===== src/rtl/exp_det_pkg.sv =====
package exp_det_pkg;

   typedef enum logic [1:0] {
      MODE_UPPER     = 2'b00,
      MODE_LOWER     = 2'b01,
      MODE_UPPER_OVF = 2'b10,
      MODE_RSVD      = 2'b11
   } exp_mode_e;

endpackage


===== src/rtl/exp_lead_run.sv =====
// Counts how many bits, starting at the MSB, match ref_bit before the first
// mismatch. The result is in the range 0..W.
module exp_lead_run #(
   parameter  int W  = 16,
   localparam int CW = $clog2(W + 1)
) (
   input  logic [W-1:0]  word,
   input  logic          ref_bit,
   output logic [CW-1:0] run
);

   logic [W:0] chain;
   assign chain[W] = 1'b1;

   for (genvar i = W - 1; i >= 0; i--) begin : g_chain
      assign chain[i] = chain[i+1] & (word[i] == ref_bit);
   end

   always_comb begin
      run = '0;
      for (int i = 0; i < W; i++) begin
         run = run + CW'(chain[i]);
      end
   end

endmodule


===== src/rtl/exp_next.sv =====
// Chooses the next exponent and the next remembered upper-word sign.
module exp_next
   import exp_det_pkg::*;
#(
   parameter int DATA_W = 16,
   parameter int SE_W   = 6
) (
   input  logic [1:0]              mode,
   input  logic [DATA_W-1:0]       word,
   input  logic                    ovf,
   input  logic                    carry,
   input  logic signed [SE_W-1:0]  se_q,
   input  logic                    sign_q,
   output logic signed [SE_W-1:0]  se_d,
   output logic                    sign_d
);

   localparam int CW = $clog2(DATA_W + 1);
   localparam logic signed [SE_W-1:0] SE_FULL = SE_W'(1 - DATA_W);
   localparam logic signed [SE_W-1:0] SE_ONE  = SE_W'(1);

   exp_mode_e       mode_e;
   logic            ref_bit;
   logic [CW-1:0]   run;

   assign mode_e  = exp_mode_e'(mode);
   assign ref_bit = (mode_e == MODE_LOWER) ? sign_q : word[DATA_W-1];

   exp_lead_run #(.W(DATA_W)) u_run (
      .word    (word),
      .ref_bit (ref_bit),
      .run     (run)
   );

   always_comb begin
      se_d   = se_q;
      sign_d = sign_q;
      case (mode_e)
         MODE_UPPER: begin
            se_d   = SE_ONE - SE_W'(run);
            sign_d = word[DATA_W-1];
         end
         MODE_UPPER_OVF: begin
            if (ovf) begin
               se_d   = SE_ONE;
               sign_d = carry;
            end else begin
               se_d   = SE_ONE - SE_W'(run);
               sign_d = word[DATA_W-1];
            end
         end
         MODE_LOWER: begin
            if (se_q == SE_FULL) begin
               se_d = SE_FULL - SE_W'(run);
            end
         end
         default: begin
         end
      endcase
   end

endmodule


===== src/rtl/exp_state.sv =====
// Holds the exponent and the sign of the last upper word.
module exp_state #(
   parameter int SE_W = 6
) (
   input  logic                    clk,
   input  logic                    rst,
   input  logic                    load,
   input  logic signed [SE_W-1:0]  se_d,
   input  logic                    sign_d,
   output logic signed [SE_W-1:0]  se_q,
   output logic                    sign_q
);

   always_ff @(posedge clk) begin
      if (rst) begin
         se_q   <= '0;
         sign_q <= 1'b0;
      end else if (load) begin
         se_q   <= se_d;
         sign_q <= sign_d;
      end
   end

endmodule


===== src/rtl/exp_detect.sv =====
module exp_detect #(
   parameter int DATA_W = 16,
   parameter int SE_W   = 6
) (
   input  logic                    clk,
   input  logic                    rst,
   input  logic                    op_valid,
   input  logic [1:0]              op_mode,
   input  logic [DATA_W-1:0]       op_word,
   input  logic                    alu_ovf,
   input  logic                    alu_carry,
   output logic signed [SE_W-1:0]  exp_out
);

   localparam logic signed [SE_W-1:0] SE_ZERO = '0;
   localparam logic signed [SE_W-1:0] SE_ONE  = SE_W'(1);
   localparam logic signed [SE_W-1:0] SE_FULL = SE_W'(1 - DATA_W);
   localparam logic signed [SE_W-1:0] SE_DEEP = SE_W'(1 - 2 * DATA_W);

   if (DATA_W < 2) begin : g_bad_width
      $error("exp_detect: DATA_W must be at least 2");
   end
   if (SE_W < $clog2(2 * DATA_W) + 1) begin : g_bad_se
      $error("exp_detect: SE_W too narrow for a two-word exponent");
   end

   logic signed [SE_W-1:0] se_d;
   logic signed [SE_W-1:0] se_q;
   logic                   sign_d;
   logic                   sign_q;

   exp_next #(.DATA_W(DATA_W), .SE_W(SE_W)) u_next (
      .mode   (op_mode),
      .word   (op_word),
      .ovf    (alu_ovf),
      .carry  (alu_carry),
      .se_q   (se_q),
      .sign_q (sign_q),
      .se_d   (se_d),
      .sign_d (sign_d)
   );

   exp_state #(.SE_W(SE_W)) u_state (
      .clk    (clk),
      .rst    (rst),
      .load   (op_valid),
      .se_d   (se_d),
      .sign_d (sign_d),
      .se_q   (se_q),
      .sign_q (sign_q)
   );

   assign exp_out = se_q;

   a_r1_reset_clear: assert property (@(posedge clk)
      $past(rst) |-> (exp_out == SE_ZERO));

   a_r2_idle_hold: assert property (@(posedge clk) disable iff (rst)
      !op_valid |=> $stable(exp_out));

   a_r3_upper_range: assert property (@(posedge clk) disable iff (rst)
      op_valid && (op_mode == 2'b00) |=> (exp_out <= SE_ZERO) && (exp_out >= SE_FULL));

   a_r4_lower_range: assert property (@(posedge clk) disable iff (rst)
      op_valid && (op_mode == 2'b01) && (exp_out == SE_FULL)
      |=> (exp_out <= SE_FULL) && (exp_out >= SE_DEEP));

   a_r5_lower_hold: assert property (@(posedge clk) disable iff (rst)
      op_valid && (op_mode == 2'b01) && (exp_out != SE_FULL) |=> $stable(exp_out));

   a_r6_ovf_one: assert property (@(posedge clk) disable iff (rst)
      op_valid && (op_mode == 2'b10) && alu_ovf |=> (exp_out == SE_ONE));

   a_r7_no_ovf_range: assert property (@(posedge clk) disable iff (rst)
      op_valid && (op_mode == 2'b10) && !alu_ovf
      |=> (exp_out <= SE_ZERO) && (exp_out >= SE_FULL));

   a_r8_rsvd_hold: assert property (@(posedge clk) disable iff (rst)
      op_valid && (op_mode == 2'b11) |=> $stable(exp_out));

endmodule


===== config.mk =====
export PLATFORM = sky130hd
export DESIGN_NAME = exp_detect
export DESIGN_NICKNAME = d
export VERILOG_FILES = /design/src/rtl/exp_det_pkg.sv /design/src/rtl/exp_lead_run.sv /design/src/rtl/exp_next.sv /design/src/rtl/exp_state.sv /design/src/rtl/exp_detect.sv
export SDC_FILE = /design/constraint.sdc
export NUM_CORES = 1
export LEC_CHECK = 0
export BUFFER_PORTS_ARGS = -buffer_cell sky130_fd_sc_hd__buf_2
export CELL_PAD_IN_SITES_DETAIL_PLACEMENT = 1
export CELL_PAD_IN_SITES_GLOBAL_PLACEMENT = 2
export CORE_MARGIN = 1
export CORE_UTILIZATION = 32
export CTS_BUF_LIST = sky130_fd_sc_hd__clkbuf_4 sky130_fd_sc_hd__clkbuf_8
export CTS_CLUSTER_DIAMETER = 40
export DETAILED_ROUTE_END_ITERATION = 6
export GPL_TIMING_DRIVEN = 1
export HOLD_SLACK_MARGIN = 0.1
export PLACE_DENSITY = 0.87
export SLEW_MARGIN = 25
export SYNTH_ARGS = -nofsm -noshare
export SYNTH_HDL_FRONTEND = slang
export SYNTH_SLANG_ARGS = --single-unit

===== constraint.sdc =====
create_clock -name clk -period 6.3 [get_ports clk]
set_clock_uncertainty 0.2 [all_clocks]
set_input_delay 0.315 -clock clk [delete_from_list [all_inputs] [get_ports clk]]
set_output_delay 0.315 -clock clk [all_outputs]
set_load 0.02 [all_outputs]

==> results.txt, run 1 <==
* Period Utilization, post-route: 0.9102
- WP data required: 6.26 ns
- Number of antenna violations at the first check in global routing: 0
- Delay of the slowest critical-path stage: around 0.53 ns
* Synthesized instance count: between 150 and 200
- Total inserted antenna cells: 0
- The final layout contains routed wiring with a total length of roughly 2900 um.
- Clock-pin slew was measured on the worst setup and hold paths at around 0.040 ns.
- The most critical setup path has its endpoint at u_state.se_q[5].
* CTS tree: done
* Routed length per instance: ~13 um
- The final-report max-slew violation count was 0.
* Maximum frequency from static timing analysis: around 170 MHz
- Clock buffer count from CTS: 3
* Relative slew slack: 0.6017
* Std cell rows: 22
* Overall routing resource usage: 0.1589
- Number of maximum-capacitance constraint violations: 0
- Synthesized netlist net count: roughly 190
- In this run, post-CTS hold repair placed 0 buffers.
- Summed over all instances, the cell type with the most area after synthesis is fa_1.
* Most frequent cell after synthesis: inv_1
* Input/output buffers: 28
* Number of flops mapped to enable cells by yosys: 0
- In this run the number of H-tree levels came out at 1.
- The clock net in this run drives a total of 7 sinks.
- Dominant combinational cell family by area after synthesis: simple AND/OR/NAND/NOR gates
- In the post-synthesis netlist, the biggest area contributors are fa_1 15%, dfxtp_1 12%, ha_1 10%.
* Root cell of the clock tree: clkbuf_8
- Of the total synthesized cell area, the portion taken by XOR and XNOR cells is 0.08651.
- Design Area, Final: 0.001454 mm2
- The worst setup path is of the input pin to flop kind.
- In this run the worst setup path begins at op_mode[1].
* Slowest library cell on the worst path: fa_1
- Total number of vias: 1,151
* Main flop type after synthesis: dfxtp_1
* Adder-cell share of the synthesized area: 0.2513
* Most frequent cells after synthesis: 17 x inv_1, 13 x nand2_1, 12 x nor2_1
* Yosys warnings: 0
* Arrival time at the worst endpoint: roughly 5.7 ns
* Chip Width: roughly 64 um
- The layout has 479 filler cells.
* Count of endpoints failing setup in the final report: 0
- Via-per-instance ratio: 5.026
- The area growth from synthesis to layout is 19.67%.
- Counting flops with an async set or reset pin after synthesis yields a share of 0.
- Setup repair after global routing left no endpoint under its margin.
- Worst vdd rail ir drop: around 0.13 mV
* Count of nets left with antenna violations after detail routing: 0
* Die outline height: 63.62 um
- The first detailed-routing pass ran for 4 iterations.
- The portion of synthesized area spent on multiplexers is 0.02884.
- The first routing iteration left 18 violations.
- Aggregate global routing overflow: 0
- Entering global routing, the biggest net connects 16 pins.
- Of the total synthesized cell area, the portion taken by AND, OR, NAND and NOR gates is 0.2873.
- In this run the static leakage power is between 0.6 and 0.7 nW.
* Post-synth cell types: 45
- The routed design could run at a clock period as short as 5.734 ns.
- The endpoint identified for the worst register-to-register timing path is u_state.se_q[5].
- Syn Std Cell Area: 0.001215 mm2
- The initial utilization of the core area, before any placement, comes to 0.3319.
* Register-to-register setup slack: around 0.74 ns
* Multi-input gate area in the final layout: 985.9 um2
* HPWL after detailed placement: about 2500 um
- Post-synthesis sequential element count: 7
- Final-stage net count: 224
- Weighted congestion reported at the end of routability-driven placement: ~0.77
- Launching point of the worst reg2reg path: u_state.sign_q
- Status: complete, no violations
- During I/O placement, the number of pins put on the boundary was 29.
- Max Fanout on Critical Path: 15
* Summed negative setup slack over all endpoints: 0 ns
- Post-Synthesis Mean Instance Area: 8.046 um2
* Core ar.: between 0.003 and 0.004 mm2
- Critical path endpoint category: flop
* Element type at the critical path start: input pin
- Transition time of the tightest slew-check pin: approximately 0.6 ns
- Number of remaining DRC errors: 0
- First-pass GRT wire length: between 5000 and 6000 um
- Total power per unit cell area: roughly 160 mW/mm2
- Worst-Skew Late Latency: approximately 0.23 ns
- Placed inst area: between 0.001 and 0.0015 mm2
- Die footprint: between 0.004 and 0.005 mm2
* Fraction of final layout cells sized beyond drive strength 1: 0.2376
- Storage element area: 140.1 um2
- Post-CTS timing repair inserted 0 buffers for setup.
- Via count of the first global-routing pass: 1,250
- Cell Chain, Critical Path: buf_2, inv_1, ha_1, mux2_4, nor3_1, o32a_2, and2b_1, nand2_1, fa_1, inv_1, fa_1, fa_1, inv_1, fa_1, inv_1, ha_1, inv_1, fa_1, xor2_1, ha_1, a21boi_0, o31ai_1, a211o_1, a21oi_1
* Worst Hold Class: input pin to flop
- The compound-cell area share of the yosys netlist came to 0.1576.
- Area share of the leading cell type in the synthesized netlist: 0.1483
* Reg2reg path depth: 21
- Resized cells post-CTS: 0
* Final Hold Fails: 0
- The share of the Yosys chip area taken by registers is 0.1153.
- Clock Tree Buf Depth: 2
==> through the flow <==
stage | setup slack [ns] | utilization | power [mW] | instances | hold WS [ns]
4_1_cts | 0.5234 | 0.3971 | 0.2442 | 229 | 0.1589
2_1_floorplan | 0.8859 | - | 0.1376 | 151 | 0.3265
6_report | 0.5660 | 0.3971 | 0.2394 | 229 | 0.1617
5_1_grt | 0.1601 | 0.3971 | 0.2601 | 229 | 0.1841
3_5_place_dp | 0.3009 | 0.3838 | 0.1732 | 225 | 0.2705
3_3_place_gp | 0.4354 | 0.3838 | 0.1674 | 225 | 0.2547
==> critical path, delay by kind of cell <==
family          cells  cell delay, ns
compound gates      5            0.98
xor+xnor            1            0.18
fa+ha+maj           8            2.95
buf+inv             6            0.39
mux                 1            0.41
simple gates        3            0.45
==> report_power, final <==
part	total [mW]	switching (mW)	internal (mW)	leakage (nW)
Clock	0.0679	0.0198	0.0481	0.0262
Combinational	0.120	0.0662	0.0539	0.607
Sequential	0.0514	0.00321	0.0482	0.0571
Total	0.239	0.0892	0.150	0.690
==> registers in the layout, summed over array words and instances, names as in the netlist <==
name            cells
u_state.se_q        6
u_state.sign_q      1
==> cells in the final DEF (no fill, tap or decap), types with 2 or more instances in the layout <==
cell type / count
ha_1: 10
a21boi_0: 3
o21ai_0: 2
nand2b_1: 2
buf_2: 28
and2_1: 5
nor2_1: 12
xor2_1: 4
inv_1: 17
nand2_1: 13
dfxtp_1: 7
nor3_1: 5
nand3_1: 7
mux2i_1: 2
or3_1: 3
fa_1: 9
clkbuf_8: 3
a21oi_1: 9
buf_4: 2
xnor2_1: 8
a21oi_2: 2
and3_1: 4
==> per-layer routing <==
layer,part of all wire,up-vias,GRT usage
li1,-,577,-
met1,0.44,554,0.1815
met2,0.52,20,0.3019
met3,0.032,0,0.03261
met4,0,0,0.02557
met5,0,-,0
==> cells by family (layout without fill, tap and decap cells) <==
kind of cell,count (synthesis),in the layout
flip-flops,7,7
AND/OR/NAND/NOR,63,63
AO/OA/AOI/OAI,26,26
buffers and inverters,21,51
XOR/XNOR,12,12
adder cells (fa/ha/maj),19,19
multiplexers,3,3
==> layout make-up <==
type | count | area share
repair buffers | 30 | 0.1067
well taps | 48 | 0.04131
flip-flops and latches | 7 | 0.09639
clock buffers | 4 | 0.03356
inverters | 17 | 0.04389
multi-input cells | 123 | 0.6781
==> worst min path at each step <==
stage	startpoint	to	slack [ns]	cells after the start
floorplan	u_state.sign_q	u_state.sign_q	0.33	2
global placement	u_state.se_q[2]	u_state.se_q[2]	0.25	2
detailed placement	u_state.se_q[2]	u_state.se_q[2]	0.27	2
CTS	rst	u_state.se_q[1]	0.16	2
global route	rst	u_state.sign_q	0.18	2
finish	rst	u_state.se_q[1]	0.16	2
(Power assumes the default switching activity.)
==> run 2, diff against run 1 <==
==> constraint.sdc (replaced) <==
create_clock -name clk -period 5.95 [get_ports clk]
set_clock_uncertainty 0.2 [all_clocks]
set_input_delay 0.2975 -clock clk [delete_from_list [all_inputs] [get_ports clk]]
set_output_delay 0.2975 -clock clk [all_outputs]
set_load 0.02 [all_outputs]
==> run 2 against run 1 <==
Effect of this change: cell count grew 0.87%; setup slack worse by 0.14 ns; sequential power increased by 6.0%; critical path depth is 1 lower; die area is the same; via count fell by 0.78%; sequential share of layout area down 0.099 points; clock-buffer cell count did not move.
==> results.txt, run 2 (same netlist as run 1, synthesis figures left out) <==
- # fillers: 450 (was 479)
- The pin count of the biggest net entering global routing was 12 (was 16).
- Most used cells in the layout excluding fill and tap cells: 28 x buf_2, 17 x inv_1, 13 x nand2_1, 12 x nor2_1, 10 x ha_1 (unchanged)
* Reported leakage power: 0.7002 nW (was 0.6899 nW)
- Chip Width: 63.62 um (unchanged)
- The number of flip-flops in the largest register is 6 (unchanged).
- Capturing point of the worst reg2reg path: u_state.se_q[5] (unchanged)
* Element type at the critical path start: input pin (unchanged)
- The highest-delay cell along the critical path was fa_1 (unchanged).
* Number of DRC markers in iteration 0: 20 (was 18)
* Most common library cell in the layout ignoring fill and taps: buf_2 (unchanged)
* Core ar.: 0.003661 mm2 (unchanged)
* Total inserted antenna cells: 0 (unchanged)
* Final-stage net count: 226 (was 224)
- Transition time of the tightest slew-check pin: 0.4750 ns (was 0.5912 ns)
* Cells on Worst Hold Path: 2 (unchanged)
- The pre-CTS setup slack came to 0.09437 ns (was 0.3009 ns).
- The per-cell routed wire length came to 12.37 um (was 12.69 um).
* Family of cells with the greatest summed delay on the critical path: adder cells (unchanged)
- The setup-violating endpoint count in the final report came to 0 (unchanged).
* Aggregate global routing overflow: 0 (unchanged)
* Relative slew slack: 0.6789 (was 0.6017)
* Input/output buffers: 28 (unchanged)
- The relative area change from synthesis to final layout was 20.91% (was 19.67%).
- The detailed-routed wire length on met3 is 111 um (was 94 um).
- The number of sinks on the clock net is 7 (unchanged).
- Filler-free cell count of the finished design: 231 (was 229)
- Final Critical Period: between 5 and 6 ns
* Clock Tree Buf Depth: 2 (unchanged)
* Delay of the slowest critical-path stage: 0.51 ns (was 0.53 ns)
* Count of nets left with antenna violations after detail routing: 0 (unchanged)
- The die height is 63.62 um (unchanged).
- Overall power of the completed layout: 255.8 uW (was 239.4 uW)
- Status: complete, no violations (unchanged)
- The classification of the worst setup path was input pin to flop (unchanged).
- Via-per-instance ratio: 4.944 (was 5.026)
- The wire length of the first global-routing pass is 5382 um (was 5099 um).
- Cells after DPL: 226 (was 225)
* End of the worst hold path: u_state.se_q[5] (was u_state.se_q[1])
- Setup repair after global routing missed its margin: no (unchanged)
- The internal reg-to-reg setup slack came to 0.56 ns (was 0.74 ns).
- The initial antenna violation count is 0 (unchanged).
- Min-delay src: rst (unchanged)
* Die footprint: 0.004047 mm2 (unchanged)
- Design Area, Final: 0.001469 mm2 (was 0.001454 mm2)
- CTS tree: done (unchanged)
* Period Utilization, post-route: 0.9289
- Max Fanout on Critical Path: 3 (was 15)
* Clock buffer count from CTS: 3 (unchanged)
- Critical path buffers and inverters: 6 (unchanged)
- Top Registers: u_state.se_q x6, u_state.sign_q x1 (unchanged)
- The number of ports placed on the die boundary is 29 (unchanged).
* Final Hold Fails: 0 (unchanged)
- The count of maximum capacitance violations was 0 (unchanged).
- The routability-driven placement congestion ratio is 0.7339 (was 0.7659).
- The DRC violation count after routing is 0 (unchanged).
- The count of vias placed by the detailed router is 1,142 (was 1,151).
- Initial core utilization: 0.3319 (unchanged)
- The fraction of final layout cells with drive strength greater than 1 was 0.2459 (was 0.2376).
* WP data required: 5.91 ns (was 6.26 ns)
- The final HPWL from detailed placement is 2534 um (was 2548 um).
* Overall routed net length: 2857 um (was 2906 um)
* Register ranked first by flip-flop count: u_state.se_q (unchanged)
- Based on the critical path, the design can be clocked at up to 180.9 MHz.
* Std cell rows: 22 (unchanged)
- The classification of the worst-slack hold path was input pin to flop (unchanged).
* Number of iterations in the first detailed-routing pass: 3 (was 4)
- The post-cts hold buffer count came to 0 (unchanged).
- Worst-Skew Late Latency: 0.23 ns (about the same)
- Overall routing resource usage: 0.1658 (was 0.1589)
- Clock-pin slew on the worst setup and hold paths: 0.04 ns (about the same)
* Launching point of the worst reg2reg path: u_state.sign_q (unchanged)
* Via count of the first global-routing pass: 1,217 (was 1,250)
* Max Slew Vio Count: 0 (unchanged)
- The least setup slack across all paths after layout was 0.4230 ns (was 0.5660 ns).
- Amount of wire on met2 after detailed routing: 1385 um (was 1524 um)
- Reg2reg path depth: 20 (was 21)
- Cell Chain, Critical Path: buf_2, inv_1, ha_1, mux2i_1, mux2i_1, and2b_1, nand2_1, fa_1, inv_1, fa_1, fa_1, inv_1, fa_1, inv_1, ha_1, inv_1, fa_1, xor2_1, ha_1, a21boi_0, o31ai_1, a211o_1, a21oi_1 (was buf_2, inv_1, ha_1, mux2_4, nor3_1, o32a_2, and2b_1, nand2_1, fa_1, inv_1, fa_1, fa_1, inv_1, fa_1, inv_1, ha_1, inv_1, fa_1, xor2_1, ha_1, a21boi_0, o31ai_1, a211o_1, a21oi_1)
- The power density normalized to cell area came to 174.1 mW/mm2 (was 164.6 mW/mm2).
- Summed negative setup slack over all endpoints: 0 ns (unchanged)
- Maximum level of the CTS H-tree: 1 (unchanged)
* Critical path endpoint category: flop (unchanged)
* Top layer reached by signal wires: met3 (unchanged)
* Placed inst area: 0.001413 mm2 (was 0.001405 mm2)
* Root cell of the clock tree: clkbuf_8 (unchanged)
- Worst vdd rail ir drop: 0.1128 mV (was 0.1251 mV)
- The critical path arrival came to 5.49 ns (was 5.69 ns).
- The met1 routed wirelength after detailed routing came to 1360 um (was 1288 um).
run 2: how the worst max path moves through the flow:
stage	start	endpoint	slack (ns)	cells after the start
global route	op_mode[1]	u_state.se_q[5]	0.03	23
global placement	op_mode[1]	u_state.se_q[5]	0.29	24
CTS	op_mode[1]	u_state.se_q[5]	0.34	24
floorplan	op_mode[1]	u_state.se_q[5]	0.55	23
finish	op_mode[1]	u_state.se_q[5]	0.42	23
detailed placement	op_mode[1]	u_state.se_q[5]	0.09	24
run 2: metrics by stage:
stage / hold slack [ns] / util
2_1_floorplan: 0.3265 / -
3_3_place_gp: 0.2516 / 0.3859
3_5_place_dp: 0.2656 / 0.3859
4_1_cts: 0.1370 / 0.3992
5_1_grt: 0.1703 / 0.4012
6_report: 0.1428 / 0.4012
run 2: repair_timing:
action | in CTS | in global routing
resized for setup | 0 | 1
endpoints found under the setup margin | 0 | 2
buffers inserted | 0 | 1
hold endpoints to repair | 0 | 0
run 2: final cells by class:
cell class / count / area, um2 / area share
clock buffers: 4 / 48.80 / 0.03322
flip-flops and latches: 7 / 140.1 / 0.09540
repair buffers: 32 / 170.2 / 0.1158
inverters: 17 / 63.81 / 0.04344
multi-input cells: 123 / 985.9 / 0.6712
well taps: 48 / 60.06 / 0.04089
run 2: layer usage:
layer  vias to the layer above  GRT usage
met1                       537     0.2104
met3                         0    0.04167
met2                        19     0.2886
met5                         -          0
met4                         0    0.01705
li1                        586          -
run 2: report_power, final:
group          leakage (nW)  switching [mW]  internal (mW)
Sequential           0.0571         0.00345         0.0510
Combinational         0.617          0.0710         0.0568
Clock                0.0262          0.0225         0.0511
